### src/rtl/blkmove_pkg.sv
package blkmove_pkg;
    typedef enum logic [1:0] {
        ST_IDLE  = 2'd0,
        ST_READ  = 2'd1,
        ST_WRITE = 2'd2,
        ST_DONE  = 2'd3
    } mv_state_e;
endpackage

### src/rtl/blkmove_idx.sv
module blkmove_idx #(
    parameter int W  = 16,
    parameter int NW = 8
) (
    input  logic [W-1:0] cur,
    input  logic         desc,
    input  logic         narrow,
    output logic [W-1:0] nxt
);
    localparam logic [W-1:0] NARROW_MASK = {{(W-NW){1'b0}}, {NW{1'b1}}};

    logic [W-1:0] step;

    always_comb begin
        step = desc ? (cur - 1'b1) : (cur + 1'b1);
        nxt  = narrow ? (step & NARROW_MASK) : step;
    end
endmodule

### src/rtl/blkmove_ctrl.sv
module blkmove_ctrl
    import blkmove_pkg::*;
#(
    parameter int IW = 16,
    parameter int BW = 8,
    parameter int DW = 8,
    parameter int NW = 8
) (
    input  logic          clk,
    input  logic          rst_n,
    input  logic          start,
    input  logic          dir_desc,
    input  logic          idx8,
    input  logic [BW-1:0] opnd1,
    input  logic [BW-1:0] opnd2,
    input  logic [IW-1:0] x_in,
    input  logic [IW-1:0] y_in,
    input  logic [IW-1:0] c_in,
    output logic [BW+IW-1:0] mem_addr,
    output logic          mem_rd,
    input  logic [DW-1:0] mem_rdata,
    output logic          mem_wr,
    output logic [DW-1:0] mem_wdata,
    output logic          busy,
    output logic          done,
    output logic [IW-1:0] x_out,
    output logic [IW-1:0] y_out,
    output logic [IW-1:0] c_out,
    output logic [BW-1:0] dbank_out
);
    localparam logic [IW-1:0] NARROW_MASK = {{(IW-NW){1'b0}}, {NW{1'b1}}};
    localparam int NIDX = 2;

    typedef struct packed {
        mv_state_e     st;
        logic [IW-1:0] x;
        logic [IW-1:0] y;
        logic [IW-1:0] c;
        logic [BW-1:0] sbank;
        logic [BW-1:0] dbank;
        logic          desc;
        logic          narrow;
    } mv_regs_t;

    mv_regs_t q, d;

    logic [IW-1:0] idx_cur [NIDX];
    logic [IW-1:0] idx_nxt [NIDX];

    assign idx_cur[0] = q.x;
    assign idx_cur[1] = q.y;

    for (genvar g = 0; g < NIDX; g++) begin : g_idx
        blkmove_idx #(.W(IW), .NW(NW)) u_step (
            .cur    (idx_cur[g]),
            .desc   (q.desc),
            .narrow (q.narrow),
            .nxt    (idx_nxt[g])
        );
    end

    always_comb begin
        d = q;
        unique case (q.st)
            ST_IDLE: begin
                if (start) begin
                    d.st     = ST_READ;
                    d.x      = idx8 ? (x_in & NARROW_MASK) : x_in;
                    d.y      = idx8 ? (y_in & NARROW_MASK) : y_in;
                    d.c      = c_in;
                    d.sbank  = opnd2;
                    d.dbank  = opnd1;
                    d.desc   = dir_desc;
                    d.narrow = idx8;
                end
            end
            ST_READ: begin
                d.st = ST_WRITE;
            end
            ST_WRITE: begin
                d.x = idx_nxt[0];
                d.y = idx_nxt[1];
                d.c = q.c - 1'b1;
                d.st = (q.c == '0) ? ST_DONE : ST_READ;
            end
            ST_DONE: begin
                d.st = ST_IDLE;
            end
            default: d.st = ST_IDLE;
        endcase
    end

    always_ff @(posedge clk) begin
        if (!rst_n) begin
            q <= '{st: ST_IDLE, default: '0};
        end else begin
            q <= d;
        end
    end

    always_comb begin
        mem_rd    = (q.st == ST_READ);
        mem_wr    = (q.st == ST_WRITE);
        mem_addr  = mem_rd ? {q.sbank, q.x} : {q.dbank, q.y};
        mem_wdata = mem_rdata;
        busy      = (q.st != ST_IDLE);
        done      = (q.st == ST_DONE);
        x_out     = q.x;
        y_out     = q.y;
        c_out     = q.c;
        dbank_out = q.dbank;
    end

    a_r10_rd_wr_exclusive: assert property (@(posedge clk) disable iff (!rst_n)
        !(mem_rd && mem_wr));

    a_r2_write_follows_read: assert property (@(posedge clk) disable iff (!rst_n)
        mem_rd |=> mem_wr);

    a_r7_done_single_cycle: assert property (@(posedge clk) disable iff (!rst_n)
        done |=> !done);

    a_r7_done_after_write: assert property (@(posedge clk) disable iff (!rst_n)
        $rose(done) |-> $past(mem_wr));

    a_r3_count_wrapped_at_done: assert property (@(posedge clk) disable iff (!rst_n)
        done |-> (c_out == {IW{1'b1}}));

    a_r9_banks_held_while_busy: assert property (@(posedge clk) disable iff (!rst_n)
        (mem_rd || mem_wr) |=> ($stable(q.sbank) && $stable(q.dbank) && $stable(q.desc)));

    a_r6_narrow_high_zero: assert property (@(posedge clk) disable iff (!rst_n)
        (busy && q.narrow) |-> ((x_out & ~NARROW_MASK) == '0 && (y_out & ~NARROW_MASK) == '0));
endmodule

### src/rtl/blkmove_engine.sv
module blkmove_engine #(
    parameter int IW = 16,
    parameter int BW = 8,
    parameter int DW = 8,
    parameter int NW = 8
) (
    input  logic          clk,
    input  logic          rst_n,
    input  logic          start,
    input  logic          dir_desc,
    input  logic          idx8,
    input  logic [BW-1:0] opnd1,
    input  logic [BW-1:0] opnd2,
    input  logic [IW-1:0] x_in,
    input  logic [IW-1:0] y_in,
    input  logic [IW-1:0] c_in,
    output logic [BW+IW-1:0] mem_addr,
    output logic          mem_rd,
    input  logic [DW-1:0] mem_rdata,
    output logic          mem_wr,
    output logic [DW-1:0] mem_wdata,
    output logic          busy,
    output logic          done,
    output logic [IW-1:0] x_out,
    output logic [IW-1:0] y_out,
    output logic [IW-1:0] c_out,
    output logic [BW-1:0] dbank_out
);
    blkmove_ctrl #(.IW(IW), .BW(BW), .DW(DW), .NW(NW)) u_ctrl (
        .clk       (clk),
        .rst_n     (rst_n),
        .start     (start),
        .dir_desc  (dir_desc),
        .idx8      (idx8),
        .opnd1     (opnd1),
        .opnd2     (opnd2),
        .x_in      (x_in),
        .y_in      (y_in),
        .c_in      (c_in),
        .mem_addr  (mem_addr),
        .mem_rd    (mem_rd),
        .mem_rdata (mem_rdata),
        .mem_wr    (mem_wr),
        .mem_wdata (mem_wdata),
        .busy      (busy),
        .done      (done),
        .x_out     (x_out),
        .y_out     (y_out),
        .c_out     (c_out),
        .dbank_out (dbank_out)
    );
endmodule

### config.mk
export PLATFORM = sky130hd
export DESIGN_NAME = blkmove_engine
export DESIGN_NICKNAME = d
export VERILOG_FILES = /design/src/rtl/blkmove_pkg.sv /design/src/rtl/blkmove_idx.sv /design/src/rtl/blkmove_ctrl.sv /design/src/rtl/blkmove_engine.sv
export SDC_FILE = /design/constraint.sdc
export NUM_CORES = 1
export LEC_CHECK = 0
export BUFFER_PORTS_ARGS = -buffer_cell sky130_fd_sc_hd__buf_2
export CAP_MARGIN = 20
export CORE_MARGIN = 8
export CORE_UTILIZATION = 52
export CTS_BUF_LIST = sky130_fd_sc_hd__clkbuf_16
export DETAILED_ROUTE_END_ITERATION = 7
export PLACE_DENSITY_LB_ADDON = 0.25
export SYNTH_ARGS = -nofsm -noshare
export SYNTH_HDL_FRONTEND = slang
export SYNTH_SLANG_ARGS = --single-unit
### constraint.sdc
create_clock -name clk -period 3.2 [get_ports clk]
set_input_delay 0.32 -clock clk [delete_from_list [all_inputs] [get_ports clk]]
set_output_delay 0.32 -clock clk [all_outputs]
set_load 0.05 [all_outputs]
After elaboration in Yosys (flattened, before gate mapping) --
Index checks and enable logic that the tools add are counted.
Cells by class: $lt $le $gt $ge 0, divide/modulo/power cells 0, reductions and logical operators 6, equality and inequality tests 4, multiplexer cells 11, multiply operators 0, shift operators 0, bitwise gates (word level) 0, add/sub/neg operators 5
Operators by type and width (number):
- two-way mux 16 bit | 6
- one-hot mux 48 bit (2 select lines) | 1
- two-way mux 68 bit | 1
- subtractor 16 x 1 -> 16 bit (second input constant) | 3
- adder 16 x 1 -> 16 bit (second input constant) | 2
- two-way mux 24 bit | 1
- logical NOT 16 bit | 1
- one-hot mux 2 bit (4 select lines) | 1
- == test 2 bit (second input constant) | 2
- AND reduction 2 bit | 2
- nonzero test 2 bit | 2
- == test 2 x 1 -> 1 bit (second input constant) | 1
- logical NOT 2 bit | 1
- two-way mux 2 bit | 1
- inequality test 2 bit (second input constant) | 1
Word-level totals: bits in read-only memories 0, latch bits 0, word-level logic and storage cells 34, memories kept 0, memory bits (writable) 0, bits in registers 68, output and inout bits 92, input port bits 77

Logic depth before layout (Yosys ltp) --
Gate-level depths: netlist of the first run.
depth after elaboration 4, gate-level depth with buffers 9

Modules after synthesis --
A second synthesis of the first run with hierarchy kept.
Second synthesis, totals: cell total of the unflattened synthesis 700, area total of the unflattened synthesis 5413.9 um2
By module, submodules not included:
- blkmove_ctrl | area an instance 3792.4 um2, sequential area each 1361.3 um2, times used 1, cells an instance 468
- blkmove_idx | area an instance 810.8 um2, sequential area each 0.0 um2, times used 2, cells an instance 116

Least setup slack after synthesis of the first run --
No wires, ideal clock.
path type register to register, start register u_ctrl.q[1] (netlist bit), end register u_ctrl.q, in the netlist u_ctrl.y_out[14], required time 3.070 ns, cell stages (with the launch flop) 8, arrival 2.529 ns, library setup time 0.130 ns, slack 0.540 ns, cells stage by stage dfxtp_1 -> ha_1 -> a21o_1 -> a221oi_2 -> o31ai_2 -> a221oi_2 -> xor2_1 -> o22ai_1
Between the ends: longest elaborated chain between the ends 3
RTL lines:
- from (decl) | line blkmove_ctrl.sv:45 | mv_regs_t q, d;
- from (signal assigned) | line blkmove_ctrl.sv:95 | q <= '{st: ST_IDLE, default: '0};
- from (signal assigned) | line blkmove_ctrl.sv:97 | q <= d;
- two-way mux 16 bit | line blkmove_idx.sv:15 | step = desc ? (cur - 1'b1) : (cur + 1'b1);
- two-way mux 16 bit | line blkmove_idx.sv:16 | nxt = narrow ? (step & NARROW_MASK) : step;
- one-hot mux 48 bit (2 select lines) | line blkmove_ctrl.sv:64 | unique case (q.st)
No other way between the ends. A chain may end at the register's enable or synchronous reset.

Final worst setup path of the first run --
start register u_ctrl.q[1] (netlist bit), end register u_ctrl.q, in the netlist u_ctrl.y_out[15]
Same word-level chain as after synthesis.

==> flow_summary.ini, run 1 <==
[place]
port_buffers = 152
gp_congestion = 0.916
dpl.hpwl_um = 11300

[power]
p_sw_uw = 1180
seqPwrFrac_pct = 30.8
vdd_drop_max_mv = 0.301
switching_share_pct = 36.3
power_frac_clock_pct = 37.8
pwr-share-comb_pct = 31.4
p_int_uw = 2070
p_per_area_nw_per_um2 = 547
p_leak_uw = 0.00279

[worst_setup_path]
worstPathMaxFanout = 21
arrival_ps = 2890
cp-start-kind = flip-flop
cp-end-kind = flip-flop
timing.rr.start = u_ctrl.q[1]
critPathRequiredTime_ps = 3450
crit_type = reg -> reg
r2r-end = u_ctrl.y_out[15]
ff2ff_setup_slack_ps = 550
reg2reg_depth = 8

[synth]
synthArstFlopShare_pct = 0
synthCells = 641
synth_area_leader_cell = dfxtp_1
synth_top_family_by_area = compound AO/OA/AOI/OAI gates
yosysSeqAreaShare_pct = 26.5
synthXorXnorAreaFrac_pct = 3.92
avgSynthCellArea_um2 = 8.01
synth_compound_area_share_pct = 25.2
synth-simple-area-share_pct = 17.6
synthesis.nets = 750
yosys.area_share.adder_pct = 8.09
ys_ff_latch = 68
netlist_area_um2 = 5130
synthTopCellsByArea = dfxtp_1 (27%), buf_4 (9.4%), ha_1 (7.3%)
synth-edff-count = 0
synthMuxAreaShare_pct = 5.87
yosysUniqueCellTypes = 71
ys.warnings.count = 0
yosysTopAreaCellShare_pct = 26.5
synth_ff_type = dfxtp_1

[final_layout]
diodes = 0
final_cell_mix = buf_2 (152), nand2_1 (69), dfxtp_1 (68)
area_growth_pct = 15.5
fill_cells = 874
drive_above_1_share_pct = 30.4
layout_commonest_cell = buf_2
final_net_count = 831
post-route-util_pct = 61.3

[timing]
setup-tns-final_ps = 0
drv_slew = 0
finClkSkew_ps = 6.35
worst_pin_slew_ps = 744
fmax_ghz = 0.378
period_share_pct = 82.8
fin_crit_ps = 2650
rsz0062_at_grt = no
finalSetupViolations = 0
finalHoldViolations = 0
relSlewSlack_pct = 50.4

[die]
dieWidth_um = 115
fp.dieH_um = 115
core_area_um2 = 9680
io_pins = 169
num_rows = 36
start_util_pct = 53.0
dieArea_um2 = 13300

[route]
wl_per_cell_um = 17.9
antenna_left = 0
dr.pass1.iters = 5
drc = 0
vias = 5097
drtIter0Drc = 430
viasPerCell = 5.93
drt-total-wl_um = 15400

[hold_path]
hold_depth = 3
hold_end = u_ctrl.c_out[3]
hold_path.class = in -> reg
hp-start = c_in[3]

[cts]
clkSlewWorstSetupHoldPaths_ps = 60
cts_inserted_buffers = 9
cts_tree = yes
htreeDepth = 3
hold_buffers = 0
post_cts_buffers = 0
ctsResizeCount = 0
cts_root_buffer = clkbuf_16
clk_latency_ps = 330
clk_path_buf_depth = 2
cts_sinks = 68

[flow_run]
cap_viol_max_count = 0

[global_route]
grt_max_degree = 38
grt_pass1_vias = 5001
grtUsageTotal_pct = 22.8
grt_antenna_before_repair = 2
grt_pass1_wl_um = 24600
grt-ovfl-total = 0

[outcome]
outcome = finished, final reports clean
cell usage after synthesis, types with 4 or more instances:
| cell type | number |
|---|---|
| o21ai_0 | 40 |
| ha_1 | 30 |
| mux2_2 | 16 |
| and3_1 | 5 |
| a21o_1 | 6 |
| buf_2 | 11 |
| inv_2 | 4 |
| clkbuf_1 | 17 |
| a221oi_1 | 18 |
| o2111ai_1 | 4 |
| o22ai_1 | 7 |
| nand2_1 | 69 |
| buf_4 | 64 |
| inv_1 | 8 |
| dfxtp_1 | 68 |
| nand3_1 | 21 |
| nor4_1 | 5 |
| nor3_1 | 11 |
| a21oi_1 | 65 |
| xor2_1 | 11 |
| o221ai_1 | 4 |
| mux2_1 | 9 |
| a31oi_1 | 10 |
| nand4_1 | 6 |
| xnor2_1 | 12 |
| a22oi_1 | 4 |
| nor2_1 | 41 |
| o21ai_1 | 6 |
area by class of cell:
cell class / count / area [um^2] / share of cell area, %
multi-input cells: 466 / 3130 / 52.7
clock buffers: 9 / 225 / 3.80
repair buffers: 164 / 867 / 14.6
well taps: 133 / 166 / 2.80
inverters: 13 / 48.8 / 0.822
clock inverters: 6 / 136 / 2.30
flip-flops and latches: 68 / 1360 / 22.9
cell families after synthesis:
| kind of cell | Yosys count |
|---|---|
| simple gates | 185 |
| flops | 68 |
| compound gates | 199 |
| fa+ha+maj | 32 |
| mux | 27 |
| buf+inv | 107 |
| xor+xnor | 23 |
worst max-delay path by stage:
stage / startpoint / to / slack (ps) / cells past startpoint
final: u_ctrl.q[1] / u_ctrl.y_out[15] / 550 / 8
after global routing: u_ctrl.q[1] / u_ctrl.y_out[15] / 300 / 8
after CTS: u_ctrl.q[1] / u_ctrl.y_out[15] / 600 / 8
after detailed placement: u_ctrl.q[1] / u_ctrl.y_out[15] / 600 / 8
after global placement: u_ctrl.q[1] / u_ctrl.y_out[15] / 710 / 8
after floorplan: u_ctrl.q[1] / u_ctrl.y_out[14] / 540 / 7
registers in the layout (all words and copies together) (netlist names):
signal	count
u_ctrl.y_out	16
u_ctrl.x_out	16
u_ctrl.dbank_out	8
u_ctrl.c_out	16
u_ctrl.q	12
through the flow:
stage | power (uW) | setup slack [ps] | instances | instance area (um^2) | hold WS, ps
after floorplan | 1860 | 540 | 641 | 5130 | 433
after global placement | 2000 | 708 | 843 | 5560 | 441
after detailed placement | 2020 | 605 | 843 | 5560 | 449
after CTS | 3250 | 599 | 858 | 5920 | 223
after global routing | 3390 | 304 | 859 | 5930 | 226
final | 3250 | 551 | 859 | 5930 | 226
power by group through the flow:
stage / Sequential [uW] / Combinational [uW] / Clock, uW
final: 998 / 1020 / 1230
after global routing: 1010 / 1100 / 1280
after CTS: 997 / 1010 / 1240
after detailed placement: 1020 / 1010 / 0
after global placement: 1010 / 993 / 0
after floorplan: 989 / 871 / 0
layer usage:
layer	share of wire, %	vias to the layer above	GRT usage [%]
li1	-	2443	-
met1	43	2393	29.3
met2	46	235	36.2
met3	9.5	22	5.72
met4	1.3	4	7.97
met5	0.14	-	0
worst max-delay path: stages, from the launching register on:
cell and delay, ps:
dfxtp_1 660, buf_4 390, ha_1 350, a21oi_1 340
a21oi_1 120, a211o_1 320, nor4_1 180, a31oi_1 80
o211ai_1 130
Power figures use the tool's default switching activity.
==> inputs of run 2 (changes only) <==
Settings changed: CORE_UTILIZATION 52 to 47.
Clock period 3.2 ns to 2.2 ns, I/O delays scaled along.
==> run 2 against run 1 <==
Effect of this change:
- register-to-register slack got worse by 560 ps
- clock power grew 21%
- design area rose by 3.1%
- sequential share of layout area down 0.61 points
- largest cell class unchanged
- die area rose by 9.1%
- via count rose by 1.0%
- first-iteration DRC count shrank 12%
- non-clock buffer count increased by 13
- global-route usage down 1.6 points
- wire length is 4.9% higher
- final cell count up 2.4%
- combinational power up 52%
- the flow now finishes with violations (setup timing)
==> flow_summary.ini, run 2 (synthesis gave the netlist of run 1 again) <==
[outcome]
outcome = finished, violations left
failed_checks = setup timing

[die]
dieWidth_um = 121
dieArea_um2 = 14500
start_util_pct = 47.8
fp.dieH_um = 121
core_area_um2 = 10700
io_pins = 169
num_rows = 38

[worst_setup_path]
cp-start-kind = flip-flop
ff2ff_setup_slack_ps = -6
worstPathMaxFanout = 17
timing.rr.start = u_ctrl.q[1]
cp-end-kind = flip-flop
reg2reg_depth = 8
arrival_ps = 2420
critPathRequiredTime_ps = 2410
critPathTopFamily = compound AO/OA/AOI/OAI gates
cpMaxStageDelayCell = dfxtp_4
r2r-end = u_ctrl.y_out[14]
crit_type = reg -> reg
cp_slowest_stage_delay_ps = 460
path_cells = buf_8 -> ha_1 -> a21oi_1 -> o21a_1 -> o31ai_4 -> a221oi_2 -> xor2_1 -> o22ai_1
critPathBufInv = 1

[power]
p_leak_uw = 0.00283
vdd_drop_max_mv = 0.445
p_per_area_nw_per_um2 = 734

[hold_path]
hold_path.class = in -> reg
hold_depth = 3
hold_end = u_ctrl.q[12]
hp-start = opnd2[2]

[cts]
post_cts_buffers = 0
clkSlewWorstSetupHoldPaths_ps = 60
cts_root_buffer = clkbuf_16
clk_path_buf_depth = 2
cts_tree = yes
cts_inserted_buffers = 9
htreeDepth = 3
clk_latency_ps = 340
cts_sinks = 68
hold_buffers = 0

[timing]
finalSetupViolations = 1
worst_slack_ps = -6.20
fmax_ghz = 0.453
finalHoldViolations = 0
finClkSkew_ps = 4.90
rsz0062_at_grt = yes
worst_pin_slew_ps = 714
holdWs_ps = 116
relSlewSlack_pct = 52.1
fin_crit_ps = 2210
period_share_pct = 100
drv_slew = 0

[route]
viasPerCell = 5.85
drc = 0
drtIter0Drc = 379
antenna_left = 0
drt-total-wl_um = 16200
vias = 5148
dr.pass1.iters = 5
wl_per_cell_um = 18.4

[final_layout]
layout_commonest_cell = buf_2
final_cell_mix = buf_2 (152), nand2_1 (69), dfxtp_1 (66)
post-route-util_pct = 56.9
diodes = 0
area_growth_pct = 19.1
final_net_count = 844
drive_above_1_share_pct = 34.6

[flow_run]
cap_viol_max_count = 0

[global_route]
grt_antenna_before_repair = 3
grt_pass1_vias = 4966
grt_max_degree = 35
grt_pass1_wl_um = 25200
grtUsageTotal_pct = 21.2
grt-ovfl-total = 0

[place]
dpl.hpwl_um = 11700
port_buffers = 152
gp_congestion = 0.897
==> run 2: final cells by class <==
class	count	area, um^2
inverter	13	48.8
multi-input combinational	466	3260
clock buffer	9	225
clock inverter	7	76.3
fill	1039	4630
timing repair buffer	177	968
tap	140	175
sequential	68	1370
==> run 2: worst max-delay path by stage <==
stage	from	to	slack [ps]	cells past startpoint
floorplan	u_ctrl.q[1]	u_ctrl.y_out[14]	30	7
global placement	u_ctrl.q[1]	u_ctrl.x_out[15]	50	8
detailed placement	u_ctrl.q[1]	u_ctrl.x_out[15]	-8	8
CTS	u_ctrl.q[1]	u_ctrl.y_out[14]	-20	7
global route	u_ctrl.q[1]	u_ctrl.y_out[14]	-90	8
finish	u_ctrl.q[1]	u_ctrl.y_out[14]	-6	8
==> run 2: worst reg2reg max path: cells and delay by family, from the launching register on <==
kind,cells,cell delay [ps]
AO/OA/AOI/OAI,5,950
flip-flops,1,460
adder cells (fa/ha/maj),1,290
buffers and inverters,1,200
XOR/XNOR,1,180
==> run 2: metal layers <==
layer	vias up	GRT usage, %	wire length, um
met4	4	8.51	385
li1	2481	-	-
met1	2396	26.0	6830
met3	41	5.69	1350
met5	-	0	23
met2	226	34.7	7580
==> run 2: timing repair <==
| item | CTS | global route |
|---|---|---|
| gates resized for setup | 4 | 24 |
| setup endpoints to repair | 29 | 11 |
| pin swaps | 0 | 2 |
==> run 2: power breakdown <==
part	internal [uW]	switching, uW
Clock	883	603
Combinational	500	1050
Sequential	1330	120
Total	2710	1780
==> run 2: through the flow <==
stage | cells | setup WS [ps] | area, um^2 | TNS [ps] | total power [uW]
after floorplan | 641 | 32.4 | 5140 | 0 | 2710
after global placement | 864 | 54.6 | 5680 | 0 | 2950
final | 880 | -6.20 | 6120 | -6.20 | 4490
after detailed placement | 864 | -8.04 | 5680 | -12.9 | 2980
after CTS | 880 | -15.1 | 6000 | -15.1 | 4470
after global routing | 880 | -87.6 | 6120 | -198 | 4670
==> inputs of run 3 (changes only) <==
Settings changed: CORE_UTILIZATION 47 to 52.
Clock period 2.2 ns to 2.39 ns, I/O delays scaled along.
==> run 3 against run 2 <==
Effect of this change:
- the flow now finishes without violations
- non-clock buffer count down 1
- sequential share of layout area up 0.48 points
- core utilization up 4.8 points
- worst setup slack better by 140 ps
- clock skew up 3.2 ps
- hold slack better by 19 ps
- register-to-register slack better by 140 ps
- global-route usage up 1.9 points
- wire length down 2.8%
- largest cell class unchanged
==> flow_summary.ini, run 3 (synthesis gave the netlist of run 1 again) <==
[outcome]
outcome = finished, final reports clean

[route]
viasPerCell = 5.92
drtIter0Drc = 361
dr.pass1.iters = 6
antenna_left = 0
drt-total-wl_um = 15700
wl_per_cell_um = 18.0
vias = 5161
drc = 0

[hold_path]
hp-start = opnd2[5]
hold_end = u_ctrl.q[15]
hold_path.class = in -> reg
hold_depth = 3

[cts]
post_cts_buffers = 0
clkSlewWorstSetupHoldPaths_ps = 60
cts_root_buffer = clkbuf_16
cts_tree = yes
htreeDepth = 3
cts_sinks = 68
cts_inserted_buffers = 9
clk_path_buf_depth = 2
clk_latency_ps = 340

[die]
io_pins = 169
dieWidth_um = 115
dieArea_um2 = 13300
core_area_um2 = 9680
start_util_pct = 53.0
fp.dieH_um = 115
num_rows = 36

[worst_setup_path]
r2r-end = u_ctrl.y_out[14]
reg2reg_depth = 7
worstPathMaxFanout = 13
timing.rr.start = u_ctrl.q[1]
cp-end-kind = flip-flop
crit_type = reg -> reg
arrival_ps = 2460
ff2ff_setup_slack_ps = 130
critPathRequiredTime_ps = 2600
cp-start-kind = flip-flop

[global_route]
grt_pass1_wl_um = 25100
grt_max_degree = 36
grt_pass1_vias = 5122
grtUsageTotal_pct = 23.1
grt-ovfl-total = 0
grt_antenna_before_repair = 1

[final_layout]
diodes = 0
final_net_count = 843
final_cell_mix = buf_2 (152), nand2_1 (69), dfxtp_1 (67)
fill_cells = 916
seq_area_um2 = 1370
area_growth_pct = 16.5
post-route-util_pct = 61.8
drive_above_1_share_pct = 31.8
layout_commonest_cell = buf_2
multi_input_area_um2 = 3130

[timing]
finalHoldViolations = 0
period_share_pct = 94.4
finalSetupViolations = 0
fin_crit_ps = 2260
relSlewSlack_pct = 53.8
finClkSkew_ps = 8.09
worst_pin_slew_ps = 688
fmax_ghz = 0.443
rsz0062_at_grt = no
drv_slew = 0
setup-tns-final_ps = 0

[power]
p_leak_uw = 0.00283
p_total_uw = 4190
p_per_area_nw_per_um2 = 701
vdd_drop_max_mv = 0.413

[place]
gp_congestion = 0.906
port_buffers = 152
dpl.hpwl_um = 11600

[flow_run]
cap_viol_max_count = 0
-- run 3: where the power goes --
group | internal, uW | switching [uW] | leakage [uW]
Clock | 919 | 552 | 0.000156
Combinational | 440 | 954 | 0.00211
Sequential | 1220 | 107 | 0.000560
Total | 2580 | 1610 | 0.00283
-- run 3: how the worst max path moves through the flow --
stage | start | endpoint | depth (start not counted)
after floorplan | u_ctrl.q[1] | u_ctrl.y_out[14] | 7
after global routing | u_ctrl.q[1] | u_ctrl.x_out[10] | 8
after detailed placement | u_ctrl.q[1] | u_ctrl.y_out[15] | 8
final | u_ctrl.q[1] | u_ctrl.y_out[14] | 7
after CTS | u_ctrl.q[1] | u_ctrl.y_out[15] | 8
after global placement | u_ctrl.q[1] | u_ctrl.y_out[15] | 8
-- run 3: per-stage QoR --
stage | hold WS [ps] | std cells | cell area (um^2) | setup slack [ps]
6_report | 135 | 872 | 5980 | 134
3_3_place_gp | 440 | 856 | 5650 | 131
4_1_cts | 132 | 872 | 5970 | 25.7
2_1_floorplan | 368 | 641 | 5140 | 63.3
3_5_place_dp | 449 | 856 | 5650 | 46.6
5_1_grt | 132 | 872 | 5980 | 6.33
-- run 3: timing repair --
item | 4_1_cts | 5_1_grt
hold buffers | 0 | 0
endpoints found under the setup margin | 0 | 12
hold endpoints to repair | 0 | 0
resized for setup | 0 | 4
-- run 3: per-layer routing --
layer,global-route usage [%],share of wire (%),vias to the layer above
li1,-,-,2474
met1,28.9,41,2415
met2,38.0,47,246
met3,6.09,10,24
met4,6.92,1.6,2
met5,0,0.051,-
-- run 3: layout make-up --
type                    count  share of cell area, %
well taps                 133                   2.78
clock buffers               9                   3.76
multi-input cells         466                   52.3
inverters                  13                  0.816
flip-flops and latches     68                   22.8
clock inverters             7                   1.65
repair buffers            176                   15.9
-- run 3: critical path, cell delays in order, from the launching register on --
cell	delay, ps
dfxtp_4	410
fa_1	420
a21o_1	230
a221oi_2	320
o31ai_2	190
a221oi_2	280
xor2_1	190
o22ai_1	100
